**config.mk**
```make
export PLATFORM = sky130hd
export DESIGN_NAME = wsa_cell
export DESIGN_NICKNAME = d
export VERILOG_FILES = /design/src/rtl/wsa_pkg.sv /design/src/rtl/wsa_colmask.sv /design/src/rtl/wsa_wbank.sv /design/src/rtl/wsa_mac.sv /design/src/rtl/wsa_cell.sv
export SDC_FILE = /design/constraint.sdc
export NUM_CORES = 1
export LEC_CHECK = 0
export ABC_AREA = 1
export CAP_MARGIN = 20
export CELL_PAD_IN_SITES_DETAIL_PLACEMENT = 2
export CELL_PAD_IN_SITES_GLOBAL_PLACEMENT = 2
export CORE_MARGIN = 5
export CORE_UTILIZATION = 37
export CTS_CLUSTER_DIAMETER = 100
export DETAILED_ROUTE_END_ITERATION = 8
export HOLD_SLACK_MARGIN = 0.03
export PLACE_DENSITY = 0.93
export SLEW_MARGIN = 10
export SYNTH_ARGS = -nofsm -noshare
export SYNTH_HDL_FRONTEND = slang
export SYNTH_SLANG_ARGS = --single-unit
export TNS_END_PERCENT = 50
```
**constraint.sdc**
```tcl
create_clock -name clk -period 14.2 [get_ports clk]
set_input_delay 2.84 -clock clk [delete_from_list [all_inputs] [get_ports clk]]
set_output_delay 2.84 -clock clk [all_outputs]
set_load 0.02 [all_outputs]
```
**src/rtl/wsa_pkg.sv**
```systemverilog
package wsa_pkg;

   // Default geometry for a cell of the multiply grid.
   localparam int DEF_DATA_W = 16;
   localparam int DEF_FRAC_W = 8;
   localparam int DEF_CNT_W  = 16;
   localparam int DEF_COLS   = 2;

   // Action taken on the weight bank in one cycle.
   typedef enum logic [1:0] {
      WB_HOLD = 2'b00,
      WB_LOAD = 2'b01,
      WB_SWAP = 2'b10,
      WB_BOTH = 2'b11
   } wb_op_e;

endpackage

```
**src/rtl/wsa_colmask.sv**
```systemverilog
module wsa_colmask #(
   parameter int NUM_COLS = wsa_pkg::DEF_COLS,
   parameter int CNT_W    = wsa_pkg::DEF_CNT_W,
   parameter int COL_IDX  = 0
) (
   input  logic             clk,
   input  logic             rst,
   input  logic [CNT_W-1:0] cnt_in,
   input  logic             cnt_load,
   output logic             col_en
);

   localparam logic [CNT_W-1:0] IDX_C = CNT_W'(COL_IDX);

   initial begin
      assert (COL_IDX >= 0 && COL_IDX < NUM_COLS)
         else $error("wsa_colmask: COL_IDX out of range");
      assert (CNT_W >= 1) else $error("wsa_colmask: CNT_W too small");
   end

   // This column's bit of the mask: count above index.
   logic en_q;

   always_ff @(posedge clk) begin
      if (rst)           en_q <= 1'b1;
      else if (cnt_load) en_q <= (cnt_in > IDX_C);
   end

   assign col_en = en_q;

   // a load sets the bit from the count; otherwise it holds
   assert_mask_load_R8: assert property (@(posedge clk) disable iff (rst)
      cnt_load |=> (col_en == ($past(cnt_in) > IDX_C)));
   assert_mask_hold_R8: assert property (@(posedge clk) disable iff (rst)
      !cnt_load |=> $stable(col_en));

endmodule

```
**src/rtl/wsa_wbank.sv**
```systemverilog
module wsa_wbank #(
   parameter int DATA_W = wsa_pkg::DEF_DATA_W
) (
   input  logic              clk,
   input  logic              rst,
   input  logic              en,
   input  logic              take,
   input  logic              swap,
   input  logic [DATA_W-1:0] wgt_in,
   output logic [DATA_W-1:0] eff_wgt
);
   import wsa_pkg::*;

   logic [DATA_W-1:0] shadow_q, active_q;
   wb_op_e            op;

   always_comb begin
      if (!en)              op = WB_HOLD;
      else if (take && swap) op = WB_BOTH;
      else if (swap)        op = WB_SWAP;
      else if (take)        op = WB_LOAD;
      else                  op = WB_HOLD;
   end

   // Promoted weight is used with no added cycle.
   assign eff_wgt = (op == WB_SWAP || op == WB_BOTH) ? shadow_q : active_q;

   always_ff @(posedge clk) begin
      if (rst) begin
         shadow_q <= '0;
         active_q <= '0;
      end else begin
         unique case (op)
            WB_LOAD: shadow_q <= wgt_in;
            WB_SWAP: active_q <= shadow_q;
            WB_BOTH: begin
               active_q <= shadow_q;
               shadow_q <= wgt_in;
            end
            default: ;
         endcase
      end
   end

   // capture only when enabled and flagged
   assert_shadow_hold_R3: assert property (@(posedge clk) disable iff (rst)
      !(en && take) |=> $stable(shadow_q));
   assert_shadow_take_R3: assert property (@(posedge clk) disable iff (rst)
      (en && take) |=> shadow_q == $past(wgt_in));
   // promote copies the old shadow
   assert_promote_R4: assert property (@(posedge clk) disable iff (rst)
      (en && swap) |=> active_q == $past(shadow_q));
   // disabled cell keeps its active weight
   assert_active_hold_R9: assert property (@(posedge clk) disable iff (rst)
      !(en && swap) |=> $stable(active_q));

endmodule

```
**src/rtl/wsa_mac.sv**
```systemverilog
module wsa_mac #(
   parameter int DATA_W  = wsa_pkg::DEF_DATA_W,
   parameter int FRAC_W  = wsa_pkg::DEF_FRAC_W,
   parameter bit TOP_ROW = 1'b0
) (
   input  logic              clk,
   input  logic              rst,
   input  logic              en,
   input  logic              valid_in,
   input  logic [DATA_W-1:0] act,
   input  logic [DATA_W-1:0] wgt,
   input  logic [DATA_W-1:0] psum_in,
   output logic [DATA_W-1:0] psum_out,
   output logic              valid_out
);

   localparam int PROD_W = 2 * DATA_W;

   initial begin
      assert (DATA_W >= 2) else $error("wsa_mac: DATA_W too small");
      assert (FRAC_W >= 0 && FRAC_W < DATA_W)
         else $error("wsa_mac: FRAC_W must be below DATA_W");
   end

   logic [DATA_W-1:0]        base;
   logic signed [PROD_W-1:0] prod;
   logic signed [PROD_W-1:0] scaled;
   logic [DATA_W-1:0]        sum;

   generate
      if (TOP_ROW) begin : g_top
         logic unused_psum;
         assign unused_psum = ^psum_in;
         assign base = '0;
      end else begin : g_inner
         assign base = psum_in;
      end
   endgenerate

   assign prod   = $signed(act) * $signed(wgt);
   assign scaled = prod >>> FRAC_W;
   assign sum    = base + scaled[DATA_W-1:0];

   always_ff @(posedge clk) begin
      if (rst) begin
         psum_out  <= '0;
         valid_out <= 1'b0;
      end else if (en) begin
         psum_out  <= sum;
         valid_out <= valid_in;
      end else begin
         psum_out  <= '0;
         valid_out <= 1'b0;
      end
   end

   // disabled cell emits zero, not valid
   assert_disabled_zero_R9: assert property (@(posedge clk) disable iff (rst)
      !en |=> (psum_out == '0) && !valid_out);
   // valid follows the activation valid
   assert_valid_follow_R6: assert property (@(posedge clk) disable iff (rst)
      en |=> valid_out == $past(valid_in));

endmodule

```
**src/rtl/wsa_cell.sv**
```systemverilog
module wsa_cell #(
   parameter int DATA_W   = wsa_pkg::DEF_DATA_W,
   parameter int FRAC_W   = wsa_pkg::DEF_FRAC_W,
   parameter int CNT_W    = wsa_pkg::DEF_CNT_W,
   parameter int NUM_COLS = wsa_pkg::DEF_COLS,
   parameter int COL_IDX  = 0,
   parameter bit TOP_ROW  = 1'b0
) (
   input  logic              clk,
   input  logic              rst,
   input  logic [DATA_W-1:0] act_in,
   input  logic              act_valid_in,
   output logic [DATA_W-1:0] act_out,
   output logic              act_valid_out,
   input  logic [DATA_W-1:0] wgt_in,
   input  logic              wgt_take_in,
   output logic [DATA_W-1:0] wgt_out,
   output logic              wgt_take_out,
   input  logic              swap_in,
   output logic              swap_out,
   input  logic [DATA_W-1:0] psum_in,
   output logic [DATA_W-1:0] psum_out,
   output logic              psum_valid_out,
   input  logic [CNT_W-1:0]  colcnt_in,
   input  logic              colcnt_load
);

   logic              col_en;
   logic [DATA_W-1:0] eff_wgt;

   wsa_colmask #(
      .NUM_COLS (NUM_COLS),
      .CNT_W    (CNT_W),
      .COL_IDX  (COL_IDX)
   ) u_mask (
      .clk      (clk),
      .rst      (rst),
      .cnt_in   (colcnt_in),
      .cnt_load (colcnt_load),
      .col_en   (col_en)
   );

   wsa_wbank #(
      .DATA_W (DATA_W)
   ) u_wbank (
      .clk     (clk),
      .rst     (rst),
      .en      (col_en),
      .take    (wgt_take_in),
      .swap    (swap_in),
      .wgt_in  (wgt_in),
      .eff_wgt (eff_wgt)
   );

   wsa_mac #(
      .DATA_W  (DATA_W),
      .FRAC_W  (FRAC_W),
      .TOP_ROW (TOP_ROW)
   ) u_mac (
      .clk       (clk),
      .rst       (rst),
      .en        (col_en),
      .valid_in  (act_valid_in),
      .act       (act_in),
      .wgt       (eff_wgt),
      .psum_in   (psum_in),
      .psum_out  (psum_out),
      .valid_out (psum_valid_out)
   );

   // Forwarding stage: runs regardless of the enable.
   always_ff @(posedge clk) begin
      if (rst) begin
         act_out       <= '0;
         act_valid_out <= 1'b0;
         wgt_out       <= '0;
         wgt_take_out  <= 1'b0;
         swap_out      <= 1'b0;
      end else begin
         act_out       <= act_in;
         act_valid_out <= act_valid_in;
         wgt_out       <= wgt_in;
         wgt_take_out  <= wgt_take_in;
         swap_out      <= swap_in;
      end
   end

   assert_act_fwd_R1: assert property (@(posedge clk) disable iff (rst)
      1'b1 |=> (act_out == $past(act_in)) && (act_valid_out == $past(act_valid_in)));
   assert_wgt_fwd_R2: assert property (@(posedge clk) disable iff (rst)
      1'b1 |=> (wgt_out == $past(wgt_in)) && (wgt_take_out == $past(wgt_take_in)));
   assert_swap_fwd_R5: assert property (@(posedge clk) disable iff (rst)
      1'b1 |=> swap_out == $past(swap_in));
   // reset leaves all outputs cleared
   assert_reset_clear_R10: assert property (@(posedge clk)
      rst |=> (psum_out == '0) && !psum_valid_out && !swap_out && !act_valid_out);

endmodule

```
Word level (Yosys, flattened, before mapping)
Cells that the tools add are included.
{"block": "word_totals", "regBits": 85}
{"block": "classes", "n_lt_le_gt_ge": 1, "multipliers": 1, "muxes": 5, "eq_ne": 3, "n_reduce_logical": 5, "n_bitwise": 1, "n_addsub": 1}
{"op": "multiplier 16 x 16 -> 24 bit", "count": 1}
{"op": "adder 16 bit", "count": 1}
{"op": "> comparator 16 x 1 -> 1 bit (second input constant)", "count": 1}
{"op": "two-way mux 16 bit", "count": 1}
{"op": "two-way mux 2 bit", "count": 3}
{"op": "OR reduction 2 bit", "count": 3}
{"op": "equality test 2 bit (second input constant)", "count": 2}
{"op": "equality test 2 x 1 -> 1 bit (second input constant)", "count": 1}
{"op": "logical AND 1 bit", "count": 1}
{"op": "logical OR 1 bit", "count": 1}
{"op": "two-way mux 1 bit", "count": 1}
{"op": "inverter 1 bit", "count": 1}

Longest topological paths before layout
{"block": "depth", "depth_word": 9, "mapped_depth": 41}

Hierarchy
Synthesis repeated with hierarchy kept, for this count alone.
{"block": "hier_totals", "cells_unflattened": 1593, "hier_area_um2": 11662.4}
{"mod": "wsa_mac", "instances": 1, "cells_per_inst": 1242, "area_per_inst_um2": 9126.3}
{"mod": "wsa_wbank", "instances": 1, "cells_per_inst": 222, "area_per_inst_um2": 1430.1}
{"mod": "wsa_cell", "instances": 1, "cells_per_inst": 109, "area_per_inst_um2": 1013.5}
{"mod": "wsa_colmask", "instances": 1, "cells_per_inst": 20, "area_per_inst_um2": 92.6}

Worst setup path before layout
No wires, ideal clock.
{"block": "synth_timing", "path_type": "input -> register", "from": "in swap_in", "to": "reg u_mac.psum_out[15]", "setup_slack_ps": 4623, "path_stages": 37, "path_buffers": 1, "setup_ps": 115, "required_time_ps": 14085, "arrival_ps": 9462, "path_cell_list": "nand2_4 > buf_6 > or2_2 > o21ai_1 > clkinv_1 > nand2_1 > fa_1 > fa_1 > fa_1 > fa_1 > inv_1 > fa_1 > inv_1 > fa_1 > inv_1 > ha_1 > nand2_1 > inv_1 > nand2_1 > o221ai_1 > a21oi_1 > nor2_1 > nand2_1 > o21ai_1 > xor2_1 > inv_1 > ha_1 > a21oi_1 > nor2_1 > nor2_1 > o31ai_1 > a31oi_1 > inv_1 > nand3_1 > nand3_2 > nand2_1 > nor2_1"}
{"block": "synth_via", "elab_chain_cells": 8, "elab_cells_between_ends": 10, "cone_classes": "add/sub (1); mul (1); eq/ne (2); mux (4); reduce/logical (2)"}
{"element": "start: declaration", "line": "wsa_cell.sv:19", "rtl": "input logic swap_in,"}
{"element": "two-way mux 2 bit or logical AND 1 bit (tied branches)", "line": "wsa_wbank.sv:20, wsa_wbank.sv:19"}
{"element": "two-way mux 2 bit (*)", "line": "wsa_wbank.sv:19", "rtl": "else if (take && swap) op = WB_BOTH;"}
{"element": "two-way mux 2 bit (*)", "line": "wsa_wbank.sv:18", "rtl": "if (!en) op = WB_HOLD;"}
{"element": "equality test 2 bit", "line": "wsa_wbank.sv:26", "rtl": "assign eff_wgt = (op == WB_SWAP || op == WB_BOTH) ? shadow_q : active_q;"}
{"element": "logical OR 1 bit (*)", "line": "wsa_wbank.sv:26"}
{"element": "two-way mux 16 bit (*)", "line": "wsa_wbank.sv:26"}
{"element": "multiplier 16 x 16 -> 24 bit (*)", "line": "wsa_mac.sv:40", "rtl": "assign prod = $signed(act) * $signed(wgt);"}
{"element": "adder 16 bit (*)", "line": "wsa_mac.sv:42", "rtl": "assign sum = base + scaled[DATA_W-1:0];"}
{"element": "end signal: assignment", "line": "wsa_mac.sv:49", "rtl": "psum_out <= sum;"}
{"element": "end: declaration", "line": "wsa_mac.sv:13", "rtl": "output logic [DATA_W-1:0] psum_out,"}
Mark *: on every way between the ends. The rest lies on a longest branch, timed or not.
A chain may end at the register's enable or synchronous reset.

Worst setup path in the final report
{"block": "layout_timing", "from": "in swap_in", "to": "reg u_mac.psum_out[14]"}
The elaborated chain is that of the path after synthesis.

==> flow_summary.json <==
{
  "status": "finished clean",
  "min_period_over_period_pct": 91.4,
  "first_pass_iters": 5,
  "grt_usage_pct": 33.3,
  "crit_path_max_incr_delay_ns": 0.93,
  "path_class": "in2reg",
  "grt_max_degree": 54,
  "io_buffers": 121,
  "fmax_mhz": 77.1,
  "final_nets": 1837,
  "critPathRequiredTime_ns": 14.46,
  "clockBufferDepth": 2,
  "clk_latency_ns": 0.37,
  "cts_buffers": 9,
  "setup_tns_ns": 0,
  "drive_above_1_share_pct": 3.47,
  "cts_tree": "yes",
  "holdCritPathClass": "reg2reg",
  "fillCellCount": 3328,
  "synthToLayoutAreaGrowth_pct": 17.4,
  "skew_ns": 0.0122,
  "rsz0062_at_grt": "no",
  "cts.htree.levels": 3,
  "antenna_left": 0,
  "wirelength_um": 54500,
  "antenna_found_initial": 0,
  "cp.arrival_ns": 13.23,
  "relSlewSlack_pct": 23.6,
  "post-cts-setup-buffers": 0,
  "drt_iter0_markers": 851,
  "cts_sinks": 85,
  "synth_cells": 1388,
  "cts.root.buffer_cell": "clkbuf_16",
  "regArea_mm2": 0.00170,
  "die-height_um": 182,
  "vias_per_cell": 5.59,
  "yosysSeqAreaShare_pct": 15.5,
  "yosysWarningCount": 0,
  "ys_seq_elements": 85,
  "cp-start-kind": "input pin",
  "finalWorstSetupSlack_ns": 1.23,
  "diodes": 0,
  "gp_congestion": 0.922,
  "final-setup-viol-count": 0,
  "synth_cell_types": 38,
  "period_minus_slack_ns": 12.97,
  "drc": 0,
  "core_area_mm2": 0.0295,
  "grt_pass1_vias": 12800,
  "dp_hpwl_um": 38600,
  "critPathSlowestCell": "o21ai_1",
  "dpl.cell_count": 1873,
  "drv_slew": 0,
  "grt_pass1_wl_um": 82300,
  "cts-resized-gates": 0,
  "cts_hold_buf": 0,
  "ios": 122,
  "cp_max_fo": 25,
  "initial_core_util_pct": 37.2,
  "drv_cap": 0,
  "hold_viol": 0,
  "syn_area_mm2": 0.0110,
  "vias": 10600,
  "post_drt_wl_per_cell_um": 28.8,
  "die_w_um": 182,
  "multi_input_area_mm2": 0.00781,
  "clk_pin_slew_ns": 0.07,
  "avgSynthCellArea_um2": 7.91,
  "die-area_mm2": 0.0332,
  "crit_path_end_kind": "flop",
  "final_cells": 1889,
  "tightest_slew_ns": 1.14,
  "cpMostUsedCell": "fa_1",
  "gr-total-overflow": 0,
  "dp_slack_ns": 1.95,
  "synthesis.nets": 1731,
  "rows": 63
}
==> worst max-delay path, delay by kind of cell <==
family / cells / cell delay [ns]
AOI/OAI and AO/OA: 6 / 1.79
and+or+nand+nor: 12 / 2.62
buffers and inverters: 6 / 1.70
adders and majority gates: 8 / 3.99
xor gates and xnor gates: 1 / 0.29
==> cell usage after synthesis (all sizes together) <==
master	number	area share [%]
inv	347	12
nand2	227	8.1
nor2	200	6.9
fa	187	34
ha	86	9.8
dfxtp	85	15
a21oi	66	3.0
o21ai	56	3.2
nand3	31	1.5
clkbuf	27	0.92
xor2	11	0.88
clkinv	8	0.27
xnor2	8	0.64
nand4	6	0.34
nor4	6	0.34
a21o	5	0.34
o21a	5	0.34
or2	5	0.28
buf	4	0.35
o21bai	4	0.27
nor3	3	0.14
a221oi	2	0.16
a31oi	2	0.11
nand3b	2	0.14
o221ai	2	0.16
o31ai	2	0.26
a31o	1	0.080
==> path summary, 6_finish.rpt <==
kind | endpoint | depth (start not counted) | slack (ns) | startpoint
max | u_mac.psum_out[14] | 33 | 1.23 | swap_in
min | u_wbank.shadow_q[9] | 2 | 0.52 | u_wbank.shadow_q[9]
max reg2reg | u_mac.psum_out[14] | 32 | 3.80 | u_mask.col_en
min reg2reg | u_wbank.shadow_q[9] | 2 | 0.52 | u_wbank.shadow_q[9]
==> cell usage in the layout, fill, tap and decap left out, drive strengths merged, types with 31 or more instances in the layout <==
| cell type | instances |
|---|---|
| dfxtp | 85 |
| fa | 187 |
| nor2 | 200 |
| nand2 | 227 |
| nand3 | 31 |
| o21ai | 56 |
| clkdlybuf4s50 | 120 |
| inv | 350 |
| ha | 86 |
| a21oi | 66 |
==> flip-flops by register name (all words and copies together), names as in the netlist <==
register and flops:
wgt_take_out 1, u_mac.valid_out 1, u_wbank.active_q 16, act_out 16, u_wbank.shadow_q 16, swap_out 1
act_valid_out 1, u_mask.col_en 1, wgt_out 16, u_mac.psum_out 16
==> through the flow <==
step | hold slack (ns) | cell area [um2] | utilization, %
finish | 0.524 | 12900 | 43.7
global route | 0.547 | 12900 | 43.7
CTS | 0.526 | 12900 | 43.7
detailed placement | 0.470 | 12600 | 42.6
global placement | 0.448 | 12600 | 42.6
floorplan | 0.429 | 11000 | -
==> routing by layer <==
metal	share of wire (%)	global-route usage [%]	wire [um]	vias to the layer above
met5	0	0	0	-
met4	8.6	23.2	4660	0
li1	-	-	-	4314
met2	52	60.3	28200	554
met3	5.7	5.18	3120	264
met1	34	35.2	18500	5432
==> area by class of cell <==
cell class	instances	area share (%)
multi-input cells	917	60.6
well taps	390	3.79
flip-flops and latches	85	13.2
clock inverters	6	0.612
repair buffers	126	9.65
clock buffers	10	1.85
inverters	355	10.3
==> kinds of logic (layout without fill, tap and decap cells) <==
family          Yosys count  count (layout)  synth area share, %
simple gates            480             480                 17.7
fa+ha+maj               273             273                 43.9
compound gates          145             145                 7.98
xor+xnor                 19              19                 1.52
flops                    85              85                 15.5
buf+inv                 386             497                 13.4
Power is not shown: default switching activity piles up to over one toggle a cycle in this logic, so the estimate is an artifact.
